==> src/rtl/hv_supply_pkg.sv <==
package hv_supply_pkg;

    typedef enum logic [2:0] {
        ST_OFF       = 3'd0,
        ST_CHG_LOW   = 3'd1,
        ST_CHG_HIGH  = 3'd2,
        ST_RUN_IDLE  = 3'd3,
        ST_RUN_RECHG = 3'd4,
        ST_UVLO      = 3'd5
    } seq_state_e;

    typedef enum logic [1:0] {
        SEL_OFF  = 2'b00,
        SEL_LOW  = 2'b01,
        SEL_MED  = 2'b10,
        SEL_SELF = 2'b11
    } chg_sel_e;

    // Level flags used by the state machine (MSB first)
    typedef struct packed {
        logic drain_hi;
        logic vcc_gt1;
        logic vcc_gt_start;
        logic vcc_lt_rchg;
        logic vcc_lt_uvlo;
    } lvl_flags_t;

    localparam int unsigned LVL_BITS  = $bits(lvl_flags_t);
    localparam int unsigned NUM_FLAGS = LVL_BITS + 1;   // plus switch-off phase

    function automatic seq_state_e charge_entry(input lvl_flags_t f);
        return f.vcc_gt1 ? ST_CHG_HIGH : ST_CHG_LOW;
    endfunction

    function automatic logic is_run(input seq_state_e s);
        return (s == ST_RUN_IDLE) || (s == ST_RUN_RECHG);
    endfunction

endpackage

==> src/rtl/hv_flag_sync.sv <==
module hv_flag_sync #(
    parameter int unsigned WIDTH  = 6,
    parameter int unsigned STAGES = 2
) (
    input  logic             clk,
    input  logic             rst,
    input  logic [WIDTH-1:0] async_i,
    output logic [WIDTH-1:0] sync_o
);
    localparam int unsigned LAST = STAGES - 1;

    logic [WIDTH-1:0] stage_q [STAGES];

    generate
        for (genvar s = 0; s < STAGES; s++) begin : g_stage
            if (s == 0) begin : g_first
                always_ff @(posedge clk) begin
                    if (rst) stage_q[s] <= '0;
                    else     stage_q[s] <= async_i;
                end
            end else begin : g_next
                always_ff @(posedge clk) begin
                    if (rst) stage_q[s] <= '0;
                    else     stage_q[s] <= stage_q[s-1];
                end
            end
        end
    endgenerate

    assign sync_o = stage_q[LAST];
endmodule

==> src/rtl/hv_seq_fsm.sv <==
module hv_seq_fsm
    import hv_supply_pkg::*;
(
    input  logic       clk,
    input  logic       rst,
    input  lvl_flags_t lvl_i,
    input  logic       ext_supply_i,
    output seq_state_e state_o
);
    seq_state_e state_q, state_d;

    always_comb begin
        state_d = state_q;
        unique case (state_q)
            ST_OFF, ST_UVLO: begin
                if (lvl_i.drain_hi) state_d = charge_entry(lvl_i);
            end
            ST_CHG_LOW: begin
                if (!lvl_i.drain_hi)    state_d = ST_OFF;
                else if (lvl_i.vcc_gt1) state_d = ST_CHG_HIGH;
            end
            ST_CHG_HIGH: begin
                if (lvl_i.vcc_gt_start)  state_d = ST_RUN_IDLE;
                else if (!lvl_i.drain_hi) state_d = ST_OFF;
            end
            ST_RUN_IDLE: begin
                if (lvl_i.vcc_lt_uvlo)
                    state_d = ST_UVLO;
                else if (!ext_supply_i && lvl_i.vcc_lt_rchg && lvl_i.drain_hi)
                    state_d = ST_RUN_RECHG;
            end
            ST_RUN_RECHG: begin
                if (lvl_i.vcc_lt_uvlo)
                    state_d = ST_UVLO;
                else if (ext_supply_i || lvl_i.vcc_gt_start)
                    state_d = ST_RUN_IDLE;
            end
            default: state_d = ST_OFF;
        endcase
    end

    always_ff @(posedge clk) begin
        if (rst) state_q <= ST_OFF;
        else     state_q <= state_d;
    end

    assign state_o = state_q;
endmodule

==> src/rtl/hv_seq_outdec.sv <==
module hv_seq_outdec
    import hv_supply_pkg::*;
(
    input  seq_state_e state_i,
    input  logic       uvlo_s_i,
    input  logic       sw_off_s_i,
    output chg_sel_e   chg_sel_o,
    output logic       run_en_o,
    output logic       gate_hold_o
);
    always_comb begin
        unique case (state_i)
            ST_CHG_LOW:   chg_sel_o = SEL_LOW;
            ST_CHG_HIGH:  chg_sel_o = SEL_MED;
            ST_RUN_RECHG: chg_sel_o = sw_off_s_i ? SEL_SELF : SEL_OFF;
            default:      chg_sel_o = SEL_OFF;
        endcase
    end

    assign run_en_o    = is_run(state_i) && !uvlo_s_i;
    assign gate_hold_o = !run_en_o;
endmodule

==> src/rtl/hv_supply_seq.sv <==
module hv_supply_seq
    import hv_supply_pkg::*;
#(
    parameter int unsigned SYNC_STAGES = 2
) (
    input  logic       clk,
    input  logic       rst,
    input  logic       drain_hi_i,
    input  logic       vcc_gt1_i,
    input  logic       vcc_gt_start_i,
    input  logic       vcc_lt_rchg_i,
    input  logic       vcc_lt_uvlo_i,
    input  logic       sw_off_i,
    input  logic       ext_supply_i,
    output logic [1:0] chg_sel_o,
    output logic       run_en_o,
    output logic       gate_hold_o
);
    logic [NUM_FLAGS-1:0] raw_flags, sync_flags;
    lvl_flags_t           lvl_s;
    logic                 sw_off_s;
    seq_state_e           state_q;
    chg_sel_e             sel;

    assign raw_flags = {drain_hi_i, vcc_gt1_i, vcc_gt_start_i,
                        vcc_lt_rchg_i, vcc_lt_uvlo_i, sw_off_i};

    hv_flag_sync #(
        .WIDTH  (NUM_FLAGS),
        .STAGES (SYNC_STAGES)
    ) sync_i (
        .clk     (clk),
        .rst     (rst),
        .async_i (raw_flags),
        .sync_o  (sync_flags)
    );

    assign lvl_s    = lvl_flags_t'(sync_flags[NUM_FLAGS-1:1]);
    assign sw_off_s = sync_flags[0];

    hv_seq_fsm fsm_i (
        .clk          (clk),
        .rst          (rst),
        .lvl_i        (lvl_s),
        .ext_supply_i (ext_supply_i),
        .state_o      (state_q)
    );

    hv_seq_outdec dec_i (
        .state_i     (state_q),
        .uvlo_s_i    (lvl_s.vcc_lt_uvlo),
        .sw_off_s_i  (sw_off_s),
        .chg_sel_o   (sel),
        .run_en_o    (run_en_o),
        .gate_hold_o (gate_hold_o)
    );

    assign chg_sel_o = sel;
endmodule

==> config.mk <==
export PLATFORM = sky130hd
export DESIGN_NAME = hv_supply_seq
export DESIGN_NICKNAME = d
export VERILOG_FILES = /design/src/rtl/hv_supply_pkg.sv /design/src/rtl/hv_flag_sync.sv /design/src/rtl/hv_seq_fsm.sv /design/src/rtl/hv_seq_outdec.sv /design/src/rtl/hv_supply_seq.sv
export SDC_FILE = /design/constraint.sdc
export NUM_CORES = 1
export LEC_CHECK = 0
export CORE_MARGIN = 10
export CORE_UTILIZATION = 45
export DETAILED_ROUTE_END_ITERATION = 10
export PLACE_DENSITY = 0.78
export SETUP_SLACK_MARGIN = 0.5
export SLEW_MARGIN = 30
export SYNTH_ARGS = -nofsm -noshare
export SYNTH_HDL_FRONTEND = slang
export SYNTH_HIERARCHICAL = 1
export SYNTH_SLANG_ARGS = --single-unit
==> constraint.sdc <==
create_clock -name clk -period 1.7 [get_ports clk]
set_input_delay 0.34 -clock clk [delete_from_list [all_inputs] [get_ports clk]]
set_output_delay 0.34 -clock clk [all_outputs]
set_load 0.01 [all_outputs]
# Word-level counts from Yosys, hierarchy flattened
# Memory sizes are Yosys's and may differ from the RTL's.
# Index checks and enable logic that the tools add are counted.
op_classes:
  eq_ne: 10
  muxes: 18
  n_bitwise: 2
  n_reduce_logical: 11
op_table:
  columns: ["op", "n"]
  rows:
  - ["2-to-1 mux 3 bit", 9]
  - ["case mux 3 bit (5 select lines)", 1]
  - ["2-to-1 mux 6 bit", 2]
  - ["!= test 3 bit, second input constant", 4]
  - ["== test 3 x 2 -> 1 bit, second input constant", 2]
  - ["== test 3 bit, second input constant", 2]
  - ["case mux 2 bit (3 select lines)", 1]
  - ["AND reduction 5 bit", 1]
  - ["2-to-1 mux 2 bit", 2]
  - ["== test 3 x 1 -> 1 bit, second input constant", 1]
  - ["logical AND 1 bit", 3]
  - ["zero test 1 bit", 3]
  - ["zero test 3 bit", 1]
  - ["2-to-1 mux 1 bit", 3]
  - ["logical OR 1 bit", 2]
  - ["!= test 2 bit, second input constant", 1]
  - ["OR 1 bit", 2]
  - ["OR reduction 2 bit", 1]
totals:
  regBits: 3
  ramBits: 12
  inputBits: 9
  output_inout_bits: 4
  n_memories: 1
memory_table:
  columns: ["memory", "words", "width", "rd", "rd_ports_with_merged_regs", "write_ports", "line_no", "source"]
  rows:
  - ["sync_i.stage_q", 2, 6, 2, 0, 2, "hv_flag_sync.sv:12", "logic [WIDTH-1:0] stage_q [STAGES];"]

# Depth between registers and ports, before layout
# Gate-level depths: netlist of run 1.
logic_depth:
  ltp_word: 6
  ltp_mapped: 5

# Cells and area by module
# Netlist of run 1, hierarchy kept.
modules_own_cells:
  columns: ["mod", "n_inst", "cells_per_inst", "area_per_inst_um2", "seq_area_each_um2"]
  rows:
  - ["hv_flag_sync", 1, 25, 366.6, 240.2]
  - ["hv_seq_fsm", 1, 41, 331.6, 60.1]
  - ["hv_seq_outdec", 1, 9, 71.3, 0.0]

# Worst setup path before layout of run 1
# OpenSTA, ideal clock, no wires.
synth_timing:
  path_type: "reg-to-reg"
  startpoint: "register fsm_i.state_q[0], in the netlist fsm_i/state_o[0]"
  endpoint: "register fsm_i.state_q[2], in the netlist fsm_i/state_o[2]"
  t_arrival_ps: 1218
  path_slack_ps: 369
  path_stages_with_launch: 5
  n_path_buf: 0
  synth_period_minus_slack_ps: 1331
  cell_sequence: "dfxtp_1 > nand3b_1 > a311o_1 > and3_4 > a21o_1"
synth_via:
  elab_chain_cells: 4
  elab_cells_between_ends: 14
  classes_between: "eq/ne (10); mux (1); reduce/logical (3)"
synth_rtl:
  columns: ["item", "line_no", "source"]
  rows:
  - ["start: declaration", "hv_seq_fsm.sv:10", "seq_state_e state_q, state_d;"]
  - ["start signal: assignment", "hv_seq_fsm.sv:44", "else state_q <= state_d;"]
  - ["== test 3 bit or zero test 3 bit (tied branches)", "hv_seq_fsm.sv:14", "unique case (state_q)"]
  - ["OR reduction 2 bit", "hv_seq_fsm.sv:14", null]
  - ["!= test 2 bit (no source line)", null, null]
  - ["AND reduction 5 bit (no source line)", null, null]
# Several ways; a longest one is shown, not always the timed one.
# A chain may end at the register's enable or synchronous reset.

# Worst setup path in the final report of run 1
layout_timing:
  startpoint: "register fsm_i.state_q[2], in the netlist fsm_i/state_o[2]"
  endpoint: "output run_en_o"
layout_via:
  elab_chain_cells: 3
  elab_cells_between_ends: 4
  classes_between: "eq/ne (2); reduce/logical (2)"
layout_rtl:
  columns: ["item", "line_no", "source"]
  rows:
  - ["== test 3 x 2 -> 1 bit or == test 3 bit (tied branches)", "hv_supply_pkg.sv:36", "return (s == ST_RUN_IDLE) || (s == ST_RUN_RECHG);"]
  - ["logical OR 1 bit (*)", "hv_supply_pkg.sv:36", null]
  - ["logical AND 1 bit (*)", "hv_seq_outdec.sv:20", "assign run_en_o = is_run(state_i) && !uvlo_s_i;"]
  - ["end: declaration", "hv_supply_seq.sv:16", "output logic run_en_o,"]
# Every way passes the cells marked *; elsewhere a longest branch is shown, timed or not.

==> results.sh, run 1 <==
export IMPL_pwr_share_seq_pct=35.8
export IMPL_wl_per_cell_um=13.1
export IMPL_cts_tree="built"
export IMPL_required_ns=1.36
export IMPL_areaGrowthSynthToFinish_pct=29.3
export IMPL_drt_iter0_markers=4
export IMPL_layoutNonFillerInstCount=113
export IMPL_via_count=610
export IMPL_slowest_stage="dfxtp_4"
export IMPL_worstSetupStartpointType="flop"
export IMPL_seqCellArea_um2=310
export IMPL_wl_mm=1.48
export IMPL_multi_input_area_um2=455
export IMPL_status="finished clean"
export IMPL_tns_ns=0
export IMPL_max_stage_delay_ns=0.37
export IMPL_hpwlAfterDp_mm=1.06
export IMPL_max_freq_mhz=651
export IMPL_grt_max_degree=14
export IMPL_yosysSeqAreaShare_pct=39.0
export IMPL_grt_pass1_vias=541
export IMPL_clock_skew_ns=0.00225
export IMPL_fp_dieH_um=61.4
export IMPL_crit_fanout=4
export IMPL_netSwitchingFraction_pct=35.7
export IMPL_h_tree_depth=1
export IMPL_power_density_mw_per_mm2=1310
export IMPL_place_inst=106
export IMPL_avgSynthCellArea_um2=10.3
export IMPL_clock_latency_ns=0.28
export IMPL_p_int_uw=835
export IMPL_ys_seq_elements=15
export IMPL_path_cells="and4bb_1 > or2_1 > buf_2"
export IMPL_gp_congestion=0.844
export IMPL_drt_first_pass_iters=3
export IMPL_synth_nets=84
export IMPL_clockPowerShare_pct=15.0
export IMPL_async_flop_share_pct=0
export IMPL_netlist_area_um2=769
export IMPL_cts_made_buffers=3
export IMPL_via_per_inst=5.40
export IMPL_post_route_min_period_ns=1.54
export IMPL_synth_edff_count=0
export IMPL_port_buffers=12
export IMPL_slew_violations=0
export IMPL_yosys_area_share_simple_pct=35.3
export IMPL_ys_flop_type="dfxtp_1"
export IMPL_initial_core_util_pct=49.4
export IMPL_critPathBufInv=1
export IMPL_die_area_mm2=0.00376
export IMPL_clockBufferDepth=2
export IMPL_worst_setup_path_end_kind="primary output"
export IMPL_ios=13
export IMPL_final_nets=107
export IMPL_cap_violations=0
export IMPL_irDropWorstVdd_mv=0.650
export IMPL_synthDistinctLibCells=31
export IMPL_synth_compound_area_share_pct=17.4
export IMPL_mostFrequentLayoutCells="11 x dfxtp_1, 8 x buf_4, 8 x clkdlybuf4s50_1, 8 x nor2b_2"
export IMPL_rsz0062_at_grt="yes"
export IMPL_holdWs_ns=0.439
export IMPL_drc=0
export IMPL_path_delay_family="simple AND/OR/NAND/NOR gates"
export IMPL_utilization_pct=63.8
export IMPL_layout_commonest_cell="dfxtp_1"
export IMPL_cts_root_buffer="clkbuf_4"
export IMPL_numClockSinks=15
export IMPL_comb_power_share_pct=49.2
export IMPL_grt_usage_pct=8.19
export IMPL_muxShareOfSynthArea_pct=1.30
export IMPL_core_area_mm2=0.00156
export IMPL_fin_crit_sh_pct=90.4
export IMPL_overflow=0
export IMPL_synth_xor_area_share_pct=1.14
export IMPL_yosysWarnings=6
export IMPL_die_w_um=61.4
export IMPL_p_switching_uw=464
export IMPL_num_rows=14
export IMPL_fill_cells=133
export IMPL_insertedDiodeCount=0
export IMPL_grt_antenna_before_repair=0
export IMPL_clkTransAtPathRegs_ns=0.08
export IMPL_setup_viol=0
export IMPL_slew_headroom_pct=75.5
export IMPL_synth_top_family_by_area="simple AND/OR/NAND/NOR gates"
export IMPL_hold_class="reg -> reg"
export IMPL_hold_violations=0
export IMPL_critPathKind="reg -> out"
export IMPL_grt_pass1_wl_mm=2.33
export IMPL_ant_nets=0
export IMPL_tightest_slew_ns=0.367
export IMPL_drive_gt1_share_pct=44.3
export IMPL_synth_fa_ha_area_share_pct=0
export IMPL_syn_inst=75
export IMPL_arrival_ns=1.20
export IMPL_r2r_setup_slack_ns=0.18
export IMPL_p_leak_nw=0.390
[what timing repair did]
action / CTS / global route
gates resized for setup: 23 / 3
setup buffers: 2 / 1
setup endpoints to repair: 7 / 7
hold buffers: 0 / 0
pin swaps: 3 / 1
[synthesized netlist by cell type, types with 2 or more instances]
| library cell | number | area (um2) |
|---|---|---|
| a211oi_2 | 2 | 25.0 |
| a21oi_1 | 2 | 10.0 |
| and2b_2 | 4 | 35.0 |
| buf_6 | 3 | 33.8 |
| dfxtp_1 | 15 | 300 |
| inv_1 | 3 | 11.3 |
| nand2_1 | 3 | 11.3 |
| nand2b_1 | 2 | 12.5 |
| nand3b_1 | 2 | 15.0 |
| nor2_1 | 4 | 15.0 |
| nor2b_2 | 8 | 70.1 |
| nor2b_4 | 2 | 27.5 |
| nor3b_1 | 2 | 15.0 |
| o21ai_0 | 6 | 30.0 |
[through the flow]
step | worst slack (ns) | cell area [um2] | power (mW)
global placement | 0.0521 | 935 | 1.08
global route | 0.103 | 995 | 1.39
CTS | 0.146 | 971 | 1.28
floorplan | 0.463 | 783 | 0.926
finish | 0.164 | 995 | 1.30
detailed placement | 0.0187 | 935 | 1.09
[cells by family (layout without fill, tap and decap cells)]
group	after synthesis	in the layout
mux	1	1
xor+xnor	1	1
compound gates	18	18
buf+inv	6	28
flops	15	15
simple gates	34	34
[sequential cells by signal, summed over array words and instances, names as in the netlist]
name and flops:
sync_i/stage_q 12, fsm_i/state_o 3
[final cells by class]
cell class | count | area share, %
clock buffers | 4 | 2.64
repair buffers | 21 | 17.2
inverters | 3 | 1.13
well taps | 16 | 2.01
flip-flops and latches | 15 | 31.2
multi-input cells | 54 | 45.8
[layer usage]
metal,wire (um),track usage [%],vias up
li1,-,-,311
met1,643,9.08,278
met2,696,12.7,15
met3,100,3.09,6
met4,34,5.73,0
met5,0,0,-
[path summary, 6_finish.rpt]
path,start,endpoint,depth (start not counted)
min reg2reg,sync_i/stage_q[0][0]$_SDFF_PP0_,sync_i/stage_q[1][0]$_SDFF_PP0_,1
max reg2reg,fsm_i/state_o[2]$_SDFFE_PP0P_,fsm_i/state_o[2]$_SDFFE_PP0P_,5
min,sync_i/stage_q[0][0]$_SDFF_PP0_,sync_i/stage_q[1][0]$_SDFF_PP0_,1
max,fsm_i/state_o[2]$_SDFFE_PP0P_,run_en_o,3
[power groups by stage]
stage	combinational (mW)	sequential [mW]	clock, mW
2_1_floorplan	0.468	0.458	0
3_3_place_gp	0.627	0.457	0
3_5_place_dp	0.633	0.459	0
4_1_cts	0.615	0.462	0.206
5_1_grt	0.689	0.473	0.225
6_report	0.639	0.465	0.194
[worst reg2reg max path, stage by stage (launching register included)]
cell      delay, ns
dfxtp_4        0.36
buf_4          0.15
nand3b_1       0.18
a311o_1        0.39
and3_4         0.19
a21o_1         0.15
No activity file was read; power rests on OpenSTA's default activity.
==> run 2, diff against run 1 <==
--- a/config.mk
+++ b/config.mk
@@ -8,8 +8,10 @@
 export CORE_MARGIN = 10
 export CORE_UTILIZATION = 45
 export DETAILED_ROUTE_END_ITERATION = 10
+export MAX_ROUTING_LAYER = met4
 export PLACE_DENSITY = 0.78
 export SETUP_SLACK_MARGIN = 0.5
+export SKIP_CTS_REPAIR_TIMING = 1
 export SLEW_MARGIN = 30
 export SYNTH_ARGS = -nofsm -noshare
 export SYNTH_HDL_FRONTEND = slang
==> results.sh, run 2 (synthesis results as in run 1) <==
export IMPL_status="finished clean"
export IMPL_p_switching_uw=464
export IMPL_path_delay_family="simple AND/OR/NAND/NOR gates"
export IMPL_arrival_ns=1.19
export IMPL_largest_reg_flops=12
export IMPL_largest_register="sync_i/stage_q"
export IMPL_netSwitchingFraction_pct=35.8
export IMPL_p_int_uw=832
export IMPL_drc=0
export IMPL_wl_per_cell_um=13.2
export IMPL_numClockSinks=15
export IMPL_via_per_inst=5.47
export IMPL_power_density_mw_per_mm2=1300
export IMPL_pwr_share_seq_pct=36.1
export IMPL_insertedDiodeCount=0
export IMPL_drt_iter0_markers=4
export IMPL_grt_pass1_vias=574
export IMPL_clock_skew_ns=0.00114
export IMPL_slowest_stage="dfxtp_4"
export IMPL_place_area_um2=935
export IMPL_port_buffers=12
export IMPL_grt_busiest_layer="met2"
export IMPL_wl_mm=1.48
export IMPL_drive_gt1_share_pct=44.8
export IMPL_gp_congestion=0.854
export IMPL_post_route_min_period_ns=1.53
export IMPL_p_leak_nw=0.397
export IMPL_cts_made_buffers=3
export IMPL_h_tree_depth=1
export IMPL_clkTransAtPathRegs_ns=0.08
export IMPL_max_stage_delay_ns=0.37
export IMPL_clockPowerShare_pct=15.1
export IMPL_mostFrequentLayoutCells="11 x dfxtp_1, 8 x nor2b_2, 7 x clkdlybuf4s50_1, 6 x o21ai_0, 6 x buf_4"
export IMPL_ant_nets=0
export IMPL_grt_util_met1_pct=8.35
export IMPL_critPathBufInv=1
export IMPL_grt_usage_pct=8.30
export IMPL_num_rows=14
export IMPL_fill_cells=129
export IMPL_worstSetupStartpointType="flop"
export IMPL_grt_max_degree=14
export IMPL_cts_tree="built"
export IMPL_areaGrowthSynthToFinish_pct=29.9
export IMPL_worst_setup_path_end_kind="primary output"
export IMPL_slew_violations=0
export IMPL_die_w_um=61.4
export IMPL_fin_crit_sh_pct=90.2
export IMPL_setup_viol=0
export IMPL_grt_use_met2_pct=13.5
export IMPL_path_cells="and4bb_1 > or2_1 > clkbuf_2"
export IMPL_grt_antenna_before_repair=0
export IMPL_use_met3_pct=2.88
export IMPL_clockBufferDepth=2
export IMPL_cts_root_buffer="clkbuf_4"
export IMPL_layout_commonest_cell="dfxtp_1"
export IMPL_clock_latency_ns=0.28
export IMPL_grt_pass1_wl_mm=2.28
export IMPL_final_area_um2=1000
export IMPL_required_ns=1.36
export IMPL_overflow=0
export IMPL_layoutNonFillerInstCount=112
export IMPL_drt_first_pass_iters=2
export IMPL_hold_violations=0
export IMPL_cap_violations=0
export IMPL_rsz0062_at_grt="yes"
export IMPL_via_count=613
export IMPL_hold_class="reg -> reg"
export IMPL_fp_dieH_um=61.4
export IMPL_irDropWorstVdd_mv=0.697
export IMPL_critPathKind="reg -> out"
export IMPL_utilization_pct=64.1
export IMPL_final_nets=106
export IMPL_ios=13
export IMPL_max_freq_mhz=652
export IMPL_tightest_slew_ns=0.405
export IMPL_place_inst=106
export IMPL_comb_power_share_pct=48.8
export IMPL_crit_fanout=3
export IMPL_slew_headroom_pct=73.0
export IMPL_hpwlAfterDp_mm=1.08
export IMPL_core_area_mm2=0.00156
export IMPL_initial_core_util_pct=49.4
export IMPL_die_area_mm2=0.00376
==> run 2: changes by cell type in the layout (fill, tap and decap cells not counted) <==
| cell | delta |
|---|---|
| clkbuf_1 | -1 |
| buf_4 | -2 |
| o21ai_0 | +2 |
| dfxtp_4 | +2 |
| o21ai_1 | -2 |
| buf_2 | -1 |
| clkdlybuf4s50_1 | -1 |
| dlymetal6s2s_1 | +1 |
| buf_6 | +1 |
| dfxtp_2 | -2 |
| clkbuf_2 | +1 |
| clkinv_2 | +1 |
==> run 2: power by group through the flow <==
stage | Sequential, mW | Combinational [mW] | Clock [mW]
finish | 0.469 | 0.633 | 0.195
global route | 0.481 | 0.683 | 0.218
CTS | 0.449 | 0.637 | 0.207
detailed placement | 0.457 | 0.635 | 0
global placement | 0.457 | 0.626 | 0
floorplan | 0.458 | 0.468 | 0
==> run 2: final cells by class <==
cell class                      instances  area [um2]  share of cell area, %
Clock buffer                            3        22.5                   2.25
Multi-Input combinational cell         54         455                   45.6
Sequential cell                        15         315                   31.5
Tap cell                               16        20.0                   2.00
Timing Repair Buffer                   20         170                   17.0
Inverter                                3        11.3                   1.13
Clock inverter                          1        5.00                  0.501
==> run 2: worst register-to-register path, stage by stage, from the launching register on <==
cell and delay [ns]:
dfxtp_4 0.37, buf_6 0.13, nand3b_1 0.17, a311o_1 0.39, and3_4 0.19, a211oi_2 0.17
==> run 2: final timing paths <==
kind	from	end	slack, ns	cells past startpoint
setup / recovery	sync_i/stage_q[1][1]$_SDFF_PP0_	run_en_o	0.17	3
hold reg to reg	sync_i/stage_q[0][1]$_SDFF_PP0_	sync_i/stage_q[1][1]$_SDFF_PP0_	0.45	1
hold / removal	sync_i/stage_q[0][1]$_SDFF_PP0_	sync_i/stage_q[1][1]$_SDFF_PP0_	0.45	1
setup reg to reg	fsm_i/state_o[2]$_SDFFE_PP0P_	fsm_i/state_o[0]$_SDFFE_PP0P_	0.21	5
==> run 2: stage by stage <==
stage | hold slack, ns | worst slack [ns] | power [mW] | setup TNS, ns
6_report | 0.446 | 0.166 | 1.30 | 0
3_5_place_dp | 0.434 | 0.0190 | 1.09 | 0
5_1_grt | 0.465 | 0.0965 | 1.38 | 0
2_1_floorplan | 0.397 | 0.463 | 0.926 | 0
4_1_cts | 0.454 | -0.279 | 1.29 | -0.781
3_3_place_gp | 0.419 | 0.0529 | 1.08 | 0
==> run 2: layer usage <==
| layer | wire length, um | vias to the layer above |
|---|---|---|
| li1 | - | 306 |
| met1 | 695 | 294 |
| met2 | 725 | 11 |
| met3 | 47 | 2 |
| met4 | 6 | 0 |
| met5 | 0 | - |
